`src/rtl/adc_frame_pkg.sv`:
```
package adc_frame_pkg;

  // Sequencer phases: waiting, frame-sync slot, data slots
  typedef enum logic [1:0] {
    ST_IDLE = 2'd0,
    ST_SYNC = 2'd1,
    ST_DATA = 2'd2
  } fsm_state_e;

endpackage

```
`src/rtl/sclk_timer.sv`:
```
module sclk_timer #(
  parameter int HALF_W = 8
) (
  input  logic              clk_i,
  input  logic              rst_ni,
  input  logic              run_i,
  input  logic              launch_i,
  input  logic [HALF_W-1:0] half_i,
  output logic              rise_o,
  output logic              slot_end_o,
  output logic              phase_o
);

  localparam logic [HALF_W-1:0] ONE = HALF_W'(1);

  logic [HALF_W-1:0] hc_q, hc_d;
  logic              ph_q, ph_d;
  logic              tick;

  assign tick = run_i && (hc_q == (half_i - ONE));

  always_comb begin
    hc_d = hc_q;
    ph_d = ph_q;
    if (launch_i) begin
      hc_d = '0;
      ph_d = 1'b0;
    end else if (run_i) begin
      if (tick) begin
        hc_d = '0;
        ph_d = ~ph_q;
      end else begin
        hc_d = hc_q + ONE;
      end
    end else begin
      hc_d = '0;
      ph_d = 1'b0;
    end
  end

  always_ff @(posedge clk_i or negedge rst_ni) begin
    if (!rst_ni) begin
      hc_q <= '0;
      ph_q <= 1'b0;
    end else begin
      hc_q <= hc_d;
      ph_q <= ph_d;
    end
  end

  assign rise_o     = tick && !ph_q;
  assign slot_end_o = tick && ph_q;
  assign phase_o    = ph_q;

  // The half-period count never passes the configured half length
  assert_half_bound_R2: assert property (@(posedge clk_i) disable iff (!rst_ni)
    hc_q < half_i)
    else $error("half counter out of range");

endmodule

```
`src/rtl/frame_seq.sv`:
```
module frame_seq
  import adc_frame_pkg::*;
#(
  parameter int FRAME_W = 16,
  parameter int PD_W    = 8,
  parameter int HALF_W  = 8,
  parameter int CNT_W   = 4
) (
  input  logic              clk_i,
  input  logic              rst_ni,
  input  logic              start_i,
  input  logic              cont_i,
  input  logic              pd_req_i,
  input  logic [HALF_W-1:0] half_cfg_i,
  input  logic              rise_i,
  input  logic              slot_end_i,
  output logic              launch_o,
  output logic              run_o,
  output logic [HALF_W-1:0] half_o,
  output logic              conv_n_o,
  output logic              cap_en_o,
  output logic              cap_last_o,
  output logic              pd_active_o
);

  localparam logic [CNT_W-1:0]  LAST_N   = CNT_W'(FRAME_W - 1);
  localparam logic [CNT_W-1:0]  LAST_PD  = CNT_W'(PD_W - 1);
  localparam logic [CNT_W-1:0]  PRE_LAST = CNT_W'(FRAME_W - 2);
  localparam logic [CNT_W-1:0]  CNT_ONE  = CNT_W'(1);
  localparam logic [HALF_W-1:0] HALF_MIN = HALF_W'(1);

  fsm_state_e        st_q, st_d;
  logic [CNT_W-1:0]  bit_q, bit_d;
  logic              conv_q, conv_d;
  logic              pd_q, pd_d;
  logic              cont_q, cont_d;
  logic [HALF_W-1:0] hp_q, hp_d;
  logic              go, launch;
  logic [CNT_W-1:0]  last_idx;
  logic [HALF_W-1:0] half_clamped;

  assign go           = start_i || cont_i;
  assign last_idx     = pd_q ? LAST_PD : LAST_N;
  assign half_clamped = (half_cfg_i == '0) ? HALF_MIN : half_cfg_i;

  always_comb begin
    st_d   = st_q;
    bit_d  = bit_q;
    conv_d = conv_q;
    pd_d   = pd_q;
    cont_d = cont_q;
    hp_d   = hp_q;
    launch = 1'b0;
    unique case (st_q)
      ST_IDLE: begin
        if (go || pd_req_i) begin
          launch = 1'b1;
          st_d   = ST_SYNC;
          pd_d   = !go;
          conv_d = 1'b0;
          cont_d = 1'b0;
          bit_d  = '0;
          hp_d   = half_clamped;
        end
      end
      ST_SYNC: begin
        if (slot_end_i) begin
          st_d   = ST_DATA;
          bit_d  = '0;
          conv_d = 1'b1;
        end
      end
      ST_DATA: begin
        if (slot_end_i) begin
          if (bit_q == last_idx) begin
            conv_d = 1'b1;
            bit_d  = '0;
            cont_d = 1'b0;
            if (!(cont_q && !pd_q)) begin
              st_d = ST_IDLE;
            end
          end else begin
            bit_d = bit_q + CNT_ONE;
            if (!pd_q && (bit_q == PRE_LAST)) begin
              // next slot is the last one: strobe it when chaining
              conv_d = !cont_i;
              cont_d = cont_i;
            end
          end
        end
      end
      default: st_d = ST_IDLE;
    endcase
  end

  always_ff @(posedge clk_i or negedge rst_ni) begin
    if (!rst_ni) begin
      st_q   <= ST_IDLE;
      bit_q  <= '0;
      conv_q <= 1'b1;
      pd_q   <= 1'b0;
      cont_q <= 1'b0;
      hp_q   <= HALF_MIN;
    end else begin
      st_q   <= st_d;
      bit_q  <= bit_d;
      conv_q <= conv_d;
      pd_q   <= pd_d;
      cont_q <= cont_d;
      hp_q   <= hp_d;
    end
  end

  assign launch_o    = launch;
  assign run_o       = (st_q != ST_IDLE);
  assign half_o      = hp_q;
  assign conv_n_o    = conv_q;
  assign cap_en_o    = (st_q == ST_DATA) && rise_i && !pd_q;
  assign cap_last_o  = (bit_q == LAST_N);
  assign pd_active_o = pd_q && (st_q != ST_IDLE);

  // Strobe is low only while a frame is in progress
  assert_conv_busy_R4: assert property (@(posedge clk_i) disable iff (!rst_ni)
    !conv_q |-> (st_q != ST_IDLE))
    else $error("strobe low while idle");

  // The sync slot is exactly one serial period, then the strobe releases
  assert_sync_one_slot_R4: assert property (@(posedge clk_i) disable iff (!rst_ni)
    (st_q == ST_SYNC && slot_end_i) |=> (st_q == ST_DATA && conv_q))
    else $error("sync slot did not hand over to data");

  // A power-down frame never passes its shortened slot count
  assert_pd_short_R10: assert property (@(posedge clk_i) disable iff (!rst_ni)
    (pd_q && st_q == ST_DATA) |-> (bit_q <= LAST_PD))
    else $error("power-down frame overran");

endmodule

```
`src/rtl/sample_shifter.sv`:
```
module sample_shifter #(
  parameter int FRAME_W = 16,
  parameter int LEAD_W  = 3,
  parameter int DATA_W  = 12
) (
  input  logic              clk_i,
  input  logic              rst_ni,
  input  logic              cap_en_i,
  input  logic              cap_last_i,
  input  logic              sdin_i,
  output logic              valid_o,
  output logic [DATA_W-1:0] data_o,
  output logic              ferr_o
);

  localparam int TRAIL_W = FRAME_W - LEAD_W - DATA_W;
  localparam int SH_W    = FRAME_W - 1;

  logic [SH_W-1:0]    sh_q, sh_d;
  logic [FRAME_W-1:0] word;
  logic               valid_q, valid_d;
  logic [DATA_W-1:0]  data_q, data_d;
  logic               ferr_q, ferr_d;
  logic               lead_bad, trail_bad;

  assign word     = {sh_q, sdin_i};
  assign lead_bad = |word[FRAME_W-1 -: LEAD_W];

  generate
    if (TRAIL_W > 0) begin : g_trail
      assign trail_bad = |word[TRAIL_W-1:0];
    end else begin : g_no_trail
      assign trail_bad = 1'b0;
    end
  endgenerate

  always_comb begin
    sh_d    = sh_q;
    valid_d = 1'b0;
    data_d  = data_q;
    ferr_d  = ferr_q;
    if (cap_en_i) begin
      sh_d = word[SH_W-1:0];
      if (cap_last_i) begin
        valid_d = 1'b1;
        data_d  = word[TRAIL_W +: DATA_W];
        ferr_d  = lead_bad || trail_bad;
      end
    end
  end

  always_ff @(posedge clk_i or negedge rst_ni) begin
    if (!rst_ni) begin
      sh_q    <= '0;
      valid_q <= 1'b0;
      data_q  <= '0;
      ferr_q  <= 1'b0;
    end else begin
      sh_q    <= sh_d;
      valid_q <= valid_d;
      data_q  <= data_d;
      ferr_q  <= ferr_d;
    end
  end

  assign valid_o = valid_q;
  assign data_o  = data_q;
  assign ferr_o  = ferr_q;

  // A valid pulse lasts a single cycle
  assert_valid_single_R5: assert property (@(posedge clk_i) disable iff (!rst_ni)
    valid_q |=> !valid_q)
    else $error("valid held longer than one cycle");

  // The result only moves together with a valid pulse
  assert_result_hold_R5: assert property (@(posedge clk_i) disable iff (!rst_ni)
    !valid_q |-> ($stable(data_q) && $stable(ferr_q)))
    else $error("result changed without valid");

endmodule

```
`src/rtl/adc_frame_ctrl.sv`:
```
module adc_frame_ctrl #(
  parameter int DATA_W  = 12,
  parameter int LEAD_W  = 3,
  parameter int FRAME_W = 16,
  parameter int PD_W    = 8,
  parameter int HALF_W  = 8
) (
  input  logic              clk_i,
  input  logic              rst_ni,
  input  logic              cpol_i,
  input  logic [HALF_W-1:0] half_period_i,
  input  logic              start_i,
  input  logic              continuous_i,
  input  logic              powerdown_i,
  input  logic              adc_sdo_i,
  output logic              adc_sclk_o,
  output logic              adc_conv_n_o,
  output logic [DATA_W-1:0] sample_o,
  output logic              sample_valid_o,
  output logic              format_error_o
);

  localparam int CNT_W = $clog2(FRAME_W);

  logic [1:0]        rst_sync_q;
  logic              rst_int_n;
  logic              launch, run, rise, slot_end, phase;
  logic              cap_en, cap_last, pd_active;
  logic [HALF_W-1:0] half_lat;

  // Reset asserts at once and leaves on a clock edge
  always_ff @(posedge clk_i or negedge rst_ni) begin
    if (!rst_ni) begin
      rst_sync_q <= 2'b00;
    end else begin
      rst_sync_q <= {rst_sync_q[0], 1'b1};
    end
  end
  assign rst_int_n = rst_sync_q[1];

  sclk_timer #(
    .HALF_W (HALF_W)
  ) u_timer (
    .clk_i      (clk_i),
    .rst_ni     (rst_int_n),
    .run_i      (run),
    .launch_i   (launch),
    .half_i     (half_lat),
    .rise_o     (rise),
    .slot_end_o (slot_end),
    .phase_o    (phase)
  );

  frame_seq #(
    .FRAME_W (FRAME_W),
    .PD_W    (PD_W),
    .HALF_W  (HALF_W),
    .CNT_W   (CNT_W)
  ) u_seq (
    .clk_i       (clk_i),
    .rst_ni      (rst_int_n),
    .start_i     (start_i),
    .cont_i      (continuous_i),
    .pd_req_i    (powerdown_i),
    .half_cfg_i  (half_period_i),
    .rise_i      (rise),
    .slot_end_i  (slot_end),
    .launch_o    (launch),
    .run_o       (run),
    .half_o      (half_lat),
    .conv_n_o    (adc_conv_n_o),
    .cap_en_o    (cap_en),
    .cap_last_o  (cap_last),
    .pd_active_o (pd_active)
  );

  sample_shifter #(
    .FRAME_W (FRAME_W),
    .LEAD_W  (LEAD_W),
    .DATA_W  (DATA_W)
  ) u_shift (
    .clk_i      (clk_i),
    .rst_ni     (rst_int_n),
    .cap_en_i   (cap_en),
    .cap_last_i (cap_last),
    .sdin_i     (adc_sdo_i),
    .valid_o    (sample_valid_o),
    .data_o     (sample_o),
    .ferr_o     (format_error_o)
  );

  // Same active waveform in both settings; only the idle level follows cpol
  assign adc_sclk_o = run ? phase : cpol_i;

  // A shortened frame never yields a sample
  assert_no_valid_pd_R10: assert property (@(posedge clk_i) disable iff (!rst_int_n)
    pd_active |-> !sample_valid_o)
    else $error("valid during power-down frame");

endmodule

```
`config.mk`:
```
export PLATFORM = sky130hd
export DESIGN_NAME = adc_frame_ctrl
export DESIGN_NICKNAME = d
export VERILOG_FILES = /design/src/rtl/adc_frame_pkg.sv /design/src/rtl/sclk_timer.sv /design/src/rtl/frame_seq.sv /design/src/rtl/sample_shifter.sv /design/src/rtl/adc_frame_ctrl.sv
export SDC_FILE = /design/constraint.sdc
export NUM_CORES = 1
export LEC_CHECK = 0
export ABC_AREA = 1
export BUFFER_PORTS_ARGS = -buffer_cell sky130_fd_sc_hd__buf_4
export CORE_MARGIN = 2
export CORE_UTILIZATION = 55
export CTS_CLUSTER_DIAMETER = 200
export DETAILED_ROUTE_END_ITERATION = 12
export GPL_TIMING_DRIVEN = 0
export PLACE_DENSITY = 0.75
export SLEW_MARGIN = 20
export SYNTH_ARGS = -nofsm -noshare
export SYNTH_HDL_FRONTEND = slang
export SYNTH_SLANG_ARGS = --single-unit
```
`constraint.sdc`:
```
create_clock -name clk_i -period 3.8 [get_ports clk_i]
set_clock_uncertainty 0.2 [all_clocks]
set_input_delay 1.14 -clock clk_i [delete_from_list [all_inputs] [get_ports clk_i]]
set_output_delay 1.14 -clock clk_i [all_outputs]
set_load 0.02 [all_outputs]
```
==> results of run 1 <==
==> synthesized netlist by cell type, drive strengths merged (2+ instances only) <==
cell type and count:
nand2 137, dfrtp 55, inv 40, nand3 35
nor2 32, o21ai 14, ha 8, a21oi 7
buf 5, xnor2 5, nor3b 3, nor4 3
clkbuf 2, clkinv 2, dfstp 2, nand4 2
nor3 2, or2 2
==> state kept, by name, summed over array words and instances (netlist names) <==
name / cells
u_seq.pd_q: 1
u_shift.ferr_o: 1
u_seq.conv_n_o: 1
u_shift.data_o: 12
u_seq.st_q: 2
u_seq.cont_q: 1
u_seq.half_o: 8
rst_sync_q: 2
u_timer.hc_q: 8
u_seq.bit_q: 4
u_shift.valid_o: 1
u_timer.phase_o: 1
u_shift.sh_q: 15
==> layer usage <==
metal / share of wire (%) / routed length, µm / up-vias / GRT usage, %
li1: - / - / 1209 / -
met1: 48 / 2590 / 1110 / 27.54
met2: 47 / 2583 / 44 / 33.27
met3: 3.8 / 206 / 5 / 5.569
met4: 1.1 / 60 / 0 / 6.727
met5: 0 / 0 / - / 0
==> power groups by stage <==
| stage | Combinational [µW] | Sequential, µW | Clock, µW |
|---|---|---|---|
| floorplan | 542 | 814 | 0 |
| global placement | 668 | 836 | 0 |
| detailed placement | 690 | 843 | 0 |
| CTS | 695 | 832 | 517 |
| global route | 796 | 849 | 539 |
| finish | 696 | 830 | 508 |
==> layout make-up <==
type | instances | area [µm²] | area share (%)
Clock buffer | 10 | 137.6 | 4.082
Timing Repair Buffer | 30 | 225.2 | 6.679
Buffer | 7 | 53.80 | 1.596
Inverter | 42 | 158.9 | 4.712
Sequential cell | 57 | 1433 | 42.49
Multi-Input combinational cell | 256 | 1232 | 36.55
Tap cell | 70 | 87.58 | 2.597
Clock inverter | 6 | 43.79 | 1.299
==> cell usage in the layout (no fill, tap or decap), drive strengths merged, types with 2 or more instances in the layout <==
master / instances
nand2: 137
dfrtp: 55
inv: 40
nand3: 35
buf: 35
nor2: 32
o21ai: 14
clkbuf: 12
ha: 8
a21oi: 7
xnor2: 5
clkinvlp: 4
clkinv: 4
nor3b: 3
nor4: 3
nand4: 2
or2: 2
nor3: 2
dfstp: 2
==> logic make-up after synthesis <==
| group | Yosys count | share of synthesized area, % |
|---|---|---|
| AO/OA/AOI/OAI | 24 | 4.441 |
| XOR/XNOR | 6 | 1.828 |
| flip-flops | 57 | 49.72 |
| other | 1 | 0.1305 |
| adder cells (fa/ha/maj) | 8 | 3.483 |
| buffers and inverters | 49 | 7.400 |
| AND/OR/NAND/NOR | 217 | 33.00 |
==> critical path, stage by stage <==
cell and delay [ps]:
sky130_fd_sc_hd__buf_4 110, sky130_fd_sc_hd__nand2_1 50, sky130_fd_sc_hd__o21ai_0 70, sky130_fd_sc_hd__buf_4 170
==> per-stage QoR <==
stage               utilization [%]  total power, µW  cell area (µm²)
finish                        66.44             2034             3372
global route                  66.44             2184             3372
detailed placement            62.87             1533             3191
global placement              62.80             1504             3187
floorplan                         -             1355             2874
CTS                           66.44             2044             3372
==> worst max-delay path by stage <==
stage | cells past startpoint | endpoint | startpoint
3_5_place_dp | 4 | adc_sclk_o | cpol_i
4_1_cts | 4 | adc_sclk_o | cpol_i
3_3_place_gp | 4 | adc_sclk_o | cpol_i
5_1_grt | 17 | u_seq.bit_q[0] | u_seq.half_o[0]
2_1_floorplan | 2 | adc_sclk_o | cpol_i
6_report | 4 | adc_sclk_o | cpol_i
==> implementation parameters, run 1 <==
Parameter                              Value

Worst setup path
  Type of element capturing the critical path ... output pin
  Type of origin of the critical path ... input pin
  Critical path peak fanout ... 1
  Worst R2R Setup Slack ... between 1000 and 1500 ps
  Arrival time at the worst endpoint ... 1530 ps
  Critical R2R Capture ... u_seq.bit_q[0]
  Kind of critical path ... in2out
  Cells on worst reg2reg path ... 17
  Reg2Reg Launch Point ... u_seq.half_o[0]
  Worst endpoint required time ... around 2500 ps

STA
  Achievable Freq ... 348.2 MHz
  Hold Violations, Final ... 0
  Unrepaired setup endpoints after global routing ... no
  Final WS setup ... 928.0 ps
  Fraction of the cycle the final worst path needs ... approximately three quarters
  Setup total negative slack ... 0 ps
  Worst hold-check slack ... about 170 ps
  Setup violators final ... 0
  Post-layout min period ... 2872 ps
  Transition time at the pin with the least slew margin ... 687.3 ps
  Final number of max-transition violations ... 0
  Headroom to the max-slew limit ... a little over half

Clock network
  CTS tree ... yes
  Clock sinks ... 57
  Number of post-CTS setup repair buffers ... 0
  CTS root buffer ... sky130_fd_sc_hd__clkbuf_8
  Largest buffer count on any clock path ... 2
  Number of buffers added by the clock tree synthesis step ... 9
  Hold Buf Count CTS ... 0
  Clock latency reported for the late side of the worst-skew pair ... roughly 330 ps
  H-Tree Depth ... 3
  CTS clock-pin slew for the worst setup and hold paths ... 70 ps
  Post-cts resize count ... 0

Placed design
  HPWL after detailed placement ... ~3900 µm
  GPL Wtd Cong ... 0.9037
  Pre-CTS worst setup slack ... just over 900 ps
  Number of placed cells counting well taps ... 462
  Count of input and output buffers ... 30

Floorplan
  Core region area ... 5075 µm²
  Starting utilization of the core area ... 56.63%
  Area enclosed by the die boundary ... around 5800 µm²
  Number of placement rows ... 26
  Number of top-level design ports ... 31
  Overall die height ... 76.29 µm
  Width of the die ... between 70 and 80 µm

Logic synthesis
  Most instantiated flip-flop cell in the synthesis netlist ... sky130_fd_sc_hd__dfrtp_1
  Cell count after synthesis ... between 300 and 400
  Number of flops mapped to enable cells by yosys ... 0
  Number of synthesized register bits ... between 50 and 60
  Main area contributors after synthesis ... sky130_fd_sc_hd__dfrtp_1 (48%), sky130_fd_sc_hd__nand2_1 (18%), sky130_fd_sc_hd__nand3_1 (5.9%), sky130_fd_sc_hd__inv_1 (5.1%), sky130_fd_sc_hd__nor2_1 (3.7%)
  Area share of the largest cell type after synthesis ... 47.89%
  Post-synth cell types ... 34
  Fraction of synthesis flops using an asynchronous set or reset pin ... 100.0%
  Portion of the post-synthesis area used by sequential elements ... around half
  Avg Cell Area, Syn ... 7.939 µm²
  Largest area contributor in the synthesized netlist ... sky130_fd_sc_hd__dfrtp_1
  Warnings, synthesis ... 0
  Total nets after synthesis ... 385
  Combined area of all synthesized cells ... 2874 µm²

Global route
  Global-route wire length before repair ... 9701 µm
  Via count of the first global-routing pass ... 2237
  Total routing resource utilization after global routing ... 20.72%
  Leftover overflow at the end of global routing ... 0
  Largest net degree at the start of global routing ... 56
  Number of antenna violations at the first check in global routing ... 0

Pwr
  Cell leakage power ... 0.001816 µW
  Switching share of total power ... 39.83%
  Portion of total power attributed to combinational logic ... 34.2%
  Internal power consumption ... 1224 µW
  Areal power density over the cells ... just over 600 nW/µm²
  Switching Power ... just over 800 µW
  Proportion of power drawn by the clock network ... 25.0%
  Maximum VDD drop ... 0.0004149 V
  Share of power burned in registers ... 40.8%

Drt
  DR WL/cell ... 11.38 µm
  Number of design-rule violations left by the first detailed-router iteration ... 173
  Number of vias in the routed layout ... 2368
  Total routed wirelength ... approximately 5400 µm
  Via density per instance ... 4.954
  TritonRoute pass-1 iters ... 4
  Residual DRC ... 0
  Count of nets left with antenna violations after detail routing ... 0

Layout
  Number of antenna cells inserted ... 0
  Relative area change from synthesis to final layout ... 17.33%
  Fraction of final layout cells sized beyond drive strength 1 ... roughly 16%
  Final #Nets ... 426
  Post-route insts no fill ... 478
  Count of filler cells inserted in the layout ... 466

Outcome
  Run status ... complete, no violations

Worst hold path
  Min-Delay Path Class ... reg2async

Flow run
  Number of maximum-capacitance violations ... 0
Power figures use the tool's default switching activity.
==> run 2: changes to the inputs <==
--- a/config.mk
+++ b/config.mk
@@ -5,7 +5,7 @@
 export SDC_FILE = /design/constraint.sdc
 export NUM_CORES = 1
 export LEC_CHECK = 0
-export ABC_AREA = 1
+export ABC_AREA = 0
 export BUFFER_PORTS_ARGS = -buffer_cell sky130_fd_sc_hd__buf_4
 export CORE_MARGIN = 2
 export CORE_UTILIZATION = 55
==> constraint.sdc (replaced) <==
create_clock -name clk_i -period 2.95 [get_ports clk_i]
set_clock_uncertainty 0.2 [all_clocks]
set_input_delay 0.885 -clock clk_i [delete_from_list [all_inputs] [get_ports clk_i]]
set_output_delay 0.885 -clock clk_i [all_outputs]
set_load 0.02 [all_outputs]
==> run 2 against run 1 <==
Against the previous run:
- wire length is 2.6% lower
- clock-buffer cell count is 3 higher
- setup slack worse by 780 ps
- area after synthesis is 0.39% lower
- sequential share of layout area is 0.33 points lower
- via count is 19% lower
- register-to-register slack worse by 870 ps
- die area is 0.37% lower
==> implementation parameters, run 2 <==
Parameter                              Value

STA
  Transition time at the pin with the least slew margin ... 762.0 ps
  Fraction of the cycle the final worst path needs ... 95.12%
  Final number of max-transition violations ... 0
  Post-layout min period ... around 2800 ps
  Setup violators final ... 0
  Headroom to the max-slew limit ... about half
  Hold Violations, Final ... 0
  Unrepaired setup endpoints after global routing ... no
  Achievable Freq ... 356.4 MHz

Logic synthesis
  Combined area of all synthesized cells ... 2863 µm²
  Area share of the largest cell type after synthesis ... 48.08%
  Main area contributors after synthesis ... sky130_fd_sc_hd__dfrtp_1 (48%), sky130_fd_sc_hd__mux2_4 (10%), sky130_fd_sc_hd__mux2_2 (6.7%), sky130_fd_sc_hd__xnor2_1 (3.7%), sky130_fd_sc_hd__ha_1 (3.5%)
  Warnings, synthesis ... 0
  Portion of the post-synthesis area used by sequential elements ... around half
  Most instantiated flip-flop cell in the synthesis netlist ... sky130_fd_sc_hd__dfrtp_1
  Number of flops mapped to enable cells by yosys ... 0
  Number of synthesized register bits ... 57
  Largest area contributor in the synthesized netlist ... sky130_fd_sc_hd__dfrtp_1
  Most instantiated cells after synthesis ... sky130_fd_sc_hd__dfrtp_1 (55), sky130_fd_sc_hd__mux2_4 (19), sky130_fd_sc_hd__mux2_2 (17), sky130_fd_sc_hd__nor2_1 (17), sky130_fd_sc_hd__inv_1 (13)
  Post-synth cell types ... 47
  Most instantiated library cell after synthesis ... sky130_fd_sc_hd__dfrtp_1
  Avg Cell Area, Syn ... 12.08 µm²
  Cell count after synthesis ... 237
  Fraction of synthesis flops using an asynchronous set or reset pin ... 100.0%
  Total nets after synthesis ... 260

Drt
  Count of nets left with antenna violations after detail routing ... 0
  TritonRoute pass-1 iters ... 4
  Via density per instance ... between 5 and 6
  Residual DRC ... 0
  Total routed wirelength ... 5301 µm
  DR WL/cell ... between 10 and 15 µm
  Number of design-rule violations left by the first detailed-router iteration ... 60
  Number of vias in the routed layout ... 1918

Worst setup path
  Worst R2R Setup Slack ... 140 ps
  Critical path peak fanout ... 10
  Reg2Reg Launch Point ... u_seq.half_o[0]
  Arrival time at the worst endpoint ... 2820 ps
  Type of element capturing the critical path ... flip-flop
  Worst Setup SP ... u_seq.half_o[0]
  Cells on worst reg2reg path ... 9
  Kind of critical path ... reg2reg
  Worst endpoint required time ... about 3000 ps
  Critical R2R Capture ... u_shift.data_o[6]
  Type of origin of the critical path ... flip-flop

Floorplan
  Number of placement rows ... 26
  Core region area ... 5075 µm²
  Number of top-level design ports ... 31
  Area enclosed by the die boundary ... 5798 µm²
  Starting utilization of the core area ... 56.41%
  Width of the die ... about 76 µm
  Overall die height ... 76.15 µm

Clock network
  Number of buffers added by the clock tree synthesis step ... 9
  CTS clock-pin slew for the worst setup and hold paths ... 60 ps
  Hold Buf Count CTS ... 0
  H-Tree Depth ... 3
  Clock latency reported for the late side of the worst-skew pair ... 330 ps
  CTS root buffer ... sky130_fd_sc_hd__clkbuf_8
  CTS tree ... yes
  Largest buffer count on any clock path ... 2
  Clock sinks ... 57

Global route
  Leftover overflow at the end of global routing ... 0
  Number of antenna violations at the first check in global routing ... 0
  Via count of the first global-routing pass ... 1933
  Total routing resource utilization after global routing ... about a fifth
  Largest net degree at the start of global routing ... 56
  Global-route wire length before repair ... ~9100 µm

Placed design
  Count of input and output buffers ... 30
  GPL Wtd Cong ... 0.8557
  Instance area after placement ... 3179 µm²
  HPWL after detailed placement ... 3631 µm

Layout
  Relative area change from synthesis to final layout ... 18.71%
  Max reg flops ... 15
  Leading cell types in the layout, fill and taps excluded ... sky130_fd_sc_hd__dfrtp_1 (54), sky130_fd_sc_hd__buf_4 (33), sky130_fd_sc_hd__mux2_4 (19), sky130_fd_sc_hd__nor2_1 (17), sky130_fd_sc_hd__mux2_2 (17)
  Final #Nets ... 302
  Count of filler cells inserted in the layout ... 388
  Most common library cell in the layout ignoring fill and taps ... sky130_fd_sc_hd__dfrtp_1
  Post-layout instance area ... 3398 µm²
  Fraction of final layout cells sized beyond drive strength 1 ... a little over a third
  Register with the highest flop count ... u_shift.sh_q
  Number of antenna cells inserted ... 0

Pwr
  Cell leakage power ... 0.001660 µW
  Areal power density over the cells ... 666.0 nW/µm²
  Maximum VDD drop ... between 0.0004 and 0.0005 V
  Total Power Consumption ... around 2300 µW

Flow run
  Number of maximum-capacitance violations ... 0

Worst hold path
  Min-Delay Path Class ... in2async

Outcome
  Run status ... complete, no violations
[run 2: cell type report]
class	count	area, µm²	area share, %
flip-flops and latches	57	1433	42.16
multi-input cells	161	1368	40.24
repair buffers	33	247.7	7.290
clock buffers	13	158.9	4.676
well taps	70	87.58	2.577
inverters	13	48.80	1.436
plain buffers	4	40.04	1.178
clock inverters	3	15.01	0.4418
[run 2: worst max-delay path by stage]
| stage | depth (start not counted) | end | slack, ps |
|---|---|---|---|
| after floorplan | 10 | u_shift.sh_q[10] | 210 |
| after global placement | 10 | u_shift.sh_q[5] | -30 |
| after detailed placement | 10 | u_shift.sh_q[9] | -120 |
| after CTS | 9 | u_shift.data_o[10] | 6 |
| after global routing | 9 | u_shift.data_o[8] | 20 |
| final | 9 | u_shift.data_o[6] | 140 |
[run 2: timing repair]
item,in CTS,in global routing
setup buffers,2,1
setup endpoints to repair,20,33
resized for setup,2,6
pin swaps,2,3
[run 2: stage by stage]
stage	worst slack, ps	instances	utilization (%)	hold WS [ps]	setup TNS [ps]
3_3_place_gp	-29.79	337	62.57	135.5	-212.7
2_1_floorplan	207.4	237	-	131.2	0
4_1_cts	5.551	355	66.59	104.7	0
6_report	144.0	354	66.96	122.0	0
5_1_grt	19.78	354	66.96	106.7	0
3_5_place_dp	-119.7	337	62.65	140.3	-1662
[run 2: logic make-up (layout without fill, tap and decap cells)]
family                   Yosys count  after routing  synth area share [%]
AND/OR/NAND/NOR                   65             65                 12.81
flip-flops                        57             57                 49.91
multiplexers                      36             36                 16.65
AO/OA/AOI/OAI                     31             31                 7.605
XOR/XNOR                          20             20                 6.381
buffers and inverters             19             66                 3.016
adder cells (fa/ha/maj)            8              8                 3.497
other                              1              1                0.1310
[run 2: per-layer routing]
| metal | GRT usage [%] | vias up | wire (µm) |
|---|---|---|---|
| met5 | 0 | - | 0 |
| met4 | 8.545 | 0 | 95 |
| met3 | 6.043 | 9 | 210 |
| met2 | 31.07 | 41 | 2548 |
| met1 | 26.35 | 944 | 2447 |
| li1 | - | 924 | - |
[run 2: power by group]
group          internal [µW]  switching, µW  total, µW
clock                    347            299        646
combinational            296            295        591
sequential               881            145       1030
total                   1520            740       2260
[run 2: worst max-delay path: stages (launching register included)]
cell and delay, ps:
sky130_fd_sc_hd__dfstp_2 560, sky130_fd_sc_hd__inv_1 70, sky130_fd_sc_hd__ha_2 280, sky130_fd_sc_hd__xnor2_1 140
sky130_fd_sc_hd__a311oi_1 240, sky130_fd_sc_hd__nand4_1 220, sky130_fd_sc_hd__a21oi_4 290, sky130_fd_sc_hd__nand4_4 190
sky130_fd_sc_hd__buf_12 210, sky130_fd_sc_hd__mux2_4 290
==> run 3: changes to the inputs <==
--- a/config.mk
+++ b/config.mk
@@ -16,4 +16,5 @@
 export SLEW_MARGIN = 20
 export SYNTH_ARGS = -nofsm -noshare
 export SYNTH_HDL_FRONTEND = slang
+export SYNTH_HIERARCHICAL = 1
 export SYNTH_SLANG_ARGS = --single-unit
==> run 3 against run 2 <==
Against the previous run:
- the run now ends with negative setup slack left
- area after synthesis hardly changed
- clock-buffer cell count shrank 3
- sequential power shrank 23%
- power fell by 31%
- critical path depth down 1
- fmax is 7.4% lower
- wire length grew 5.4%
- critical path type unchanged
- critical endpoint is now u_seq/bit_q[3]
- highest routed layer unchanged
==> implementation parameters, run 3 <==
Parameter                              Value

Outcome
  Run status ... finished, violations left
  Violated checks ... negative setup slack

Worst setup path
  Cell-by-cell trace of the critical path ... nor4_4 > a21oi_1 > or4b_4 > nor4_4 > o21ba_4 > or3_4 > or4_1 > o211ai_1
  Critical R2R Capture ... u_seq/bit_q[3]
  Crit-path max cell delay ... approximately 580 ps
  Cells on worst reg2reg path ... 8
  Cell seen most often among critical-path stages ... sky130_fd_sc_hd__nor4_4
  Kind of critical path ... reg2reg
  Type of element capturing the critical path ... flip-flop
  Worst endpoint required time ... between 3000 and 4000 ps
  Critical path peak fanout ... 5
  Type of origin of the critical path ... flip-flop
  Reg2Reg Launch Point ... u_seq/half_o[2]
  Arrival time at the worst endpoint ... 3090 ps
  Worst-path cell with the longest stage delay ... sky130_fd_sc_hd__or4b_4
  Worst R2R Setup Slack ... -80 ps

Floorplan
  Starting utilization of the core area ... 56.36%
  Area enclosed by the die boundary ... 5793 µm²
  Width of the die ... 76.12 µm
  Number of placement rows ... 26
  Number of top-level design ports ... 31
  Overall die height ... approximately 76 µm
  Core region area ... 5075 µm²

Clock network
  CTS root buffer ... sky130_fd_sc_hd__clkbuf_8
  H-Tree Depth ... 3
  Clock sinks ... 57
  Largest buffer count on any clock path ... 2
  CTS tree ... yes
  Clock latency reported for the late side of the worst-skew pair ... 340 ps
  CTS clock-pin slew for the worst setup and hold paths ... 70 ps
  Number of buffers added by the clock tree synthesis step ... 9
  Hold Buf Count CTS ... 0

Global route
  Global-route wire length before repair ... approximately 9400 µm
  Number of antenna violations at the first check in global routing ... 0
  Total routing resource utilization after global routing ... 20.51%
  Leftover overflow at the end of global routing ... 0
  Largest net degree at the start of global routing ... 56
  Via count of the first global-routing pass ... 1973

Layout
  Fraction of final layout cells sized beyond drive strength 1 ... between 40 and 50%
  Finished Core Util ... 70.39%
  Count of filler cells inserted in the layout ... 383
  Register with the highest flop count ... u_shift/sh_q
  Footprint of the multi-input gates ... roughly 1400 µm²
  Leading cell types in the layout, fill and taps excluded ... sky130_fd_sc_hd__dfrtp_1 (52), sky130_fd_sc_hd__buf_4 (41), sky130_fd_sc_hd__mux2_2 (25), sky130_fd_sc_hd__nor2_1 (17), sky130_fd_sc_hd__nand2_1 (12)
  Number of antenna cells inserted ... 0
  Final #Nets ... 311
  Relative area change from synthesis to final layout ... 24.89%
  Most common library cell in the layout ignoring fill and taps ... sky130_fd_sc_hd__dfrtp_1
  Max reg flops ... 15
  Sequential standard cell area ... 1435 µm²

Pwr
  Portion of total power attributed to combinational logic ... 1.4%
  Cell leakage power ... 0.001801 µW
  Switching share of total power ... 22.79%
  Share of power burned in registers ... 50.9%
  Total Power Consumption ... 1568 µW
  Areal power density over the cells ... approximately 440 nW/µm²
  Maximum VDD drop ... just under 0.0004 V
  Proportion of power drawn by the clock network ... between 40% and 50%
  Switching Power ... around 360 µW
  Internal power consumption ... 1210 µW

Logic synthesis
  Combined area of all synthesized cells ... 2860 µm²
  Avg Cell Area, Syn ... 12.22 µm²
  Cell count after synthesis ... 234
  Total nets after synthesis ... ~260
  Warnings, synthesis ... 6

STA
  Final number of max-transition violations ... 0
  Final WS setup ... -81.55 ps
  Transition time at the pin with the least slew margin ... 830.7 ps
  Headroom to the max-slew limit ... 43.92%
  Setup total negative slack ... -886.4 ps
  Unrepaired setup endpoints after global routing ... yes
  Setup violators final ... 25
  Achievable Freq ... 329.9 MHz
  Fraction of the cycle the final worst path needs ... 102.8%
  Post-layout min period ... around 3000 ps
  Hold Violations, Final ... 0

Drt
  Residual DRC ... 0
  Via density per instance ... 5.436
  Count of nets left with antenna violations after detail routing ... 0
  Number of design-rule violations left by the first detailed-router iteration ... 123
  Total routed wirelength ... 5586 µm
  TritonRoute pass-1 iters ... 4
  Number of vias in the routed layout ... 1968
  DR WL/cell ... 15.43 µm

Worst hold path
  Min-Delay Path Class ... in2async

Placed design
  Pre-CTS worst setup slack ... -330.4 ps
  GPL Wtd Cong ... 0.7472
  HPWL after detailed placement ... 3670 µm
  Count of input and output buffers ... 30

Flow run
  Number of maximum-capacitance violations ... 0
-- run 3: final cells by class --
class / count / share of cell area (%)
plain buffers: 4 / 1.331
clock buffers: 10 / 3.853
clock inverters: 6 / 1.891
inverters: 13 / 1.366
multi-input cells: 160 / 40.00
flip-flops and latches: 57 / 40.18
well taps: 70 / 2.452
repair buffers: 42 / 8.932
-- run 3: critical path, delay by kind of cell (launching register included) --
family,cells,cell delay [ps]
and+or+nand+nor,5,1890
DFF,1,450
AOI/OAI and AO/OA,3,400
-- run 3: how the worst max path moves through the flow --
stage	startpoint	end	slack [ps]	cells after the start
2_1_floorplan	u_seq/half_o[0]	u_seq/bit_q[3]	-160	9
3_3_place_gp	u_seq/half_o[3]	u_seq/bit_q[3]	-310	8
3_5_place_dp	u_seq/half_o[5]	u_seq/bit_q[3]	-330	8
4_1_cts	u_seq/half_o[0]	u_seq/bit_q[3]	-90	10
5_1_grt	u_seq/half_o[2]	u_seq/bit_q[3]	-210	8
6_report	u_seq/half_o[2]	u_seq/bit_q[3]	-80	8
-- run 3: per-stage QoR --
step | hold slack, ps | area [µm²] | std cells
after floorplan | 131.2 | 2910 | 234
after global placement | 140.6 | 3223 | 334
final | 115.8 | 3572 | 362
after global routing | 96.10 | 3572 | 362
after detailed placement | 141.1 | 3227 | 334
after CTS | 101.0 | 3508 | 357
-- run 3: timing repair --
action | CTS | global route
hold endpoints to repair | 0 | 0
setup buffers | 7 | 6
endpoints found under the setup margin | 34 | 30
resized for setup | 7 | 10
pin swaps | 8 | 4
-- run 3: metal layers --
metal	vias to the layer above	part of all wire, %	track usage (%)
li1	946	-	-
met1	978	44	25.85
met2	35	51	33.75
met3	9	3.4	6.991
met4	0	1.2	6.182
met5	-	0	0
-- run 3: power by group through the flow --
| stage | logic, µW | clock network [µW] | registers [µW] |
|---|---|---|---|
| floorplan | 2.96 | 0 | 808 |
| global placement | 21.7 | 0 | 812 |
| detailed placement | 22.0 | 0 | 813 |
| CTS | 22.1 | 760 | 798 |
| global route | 24.0 | 792 | 800 |
| finish | 21.8 | 748 | 797 |
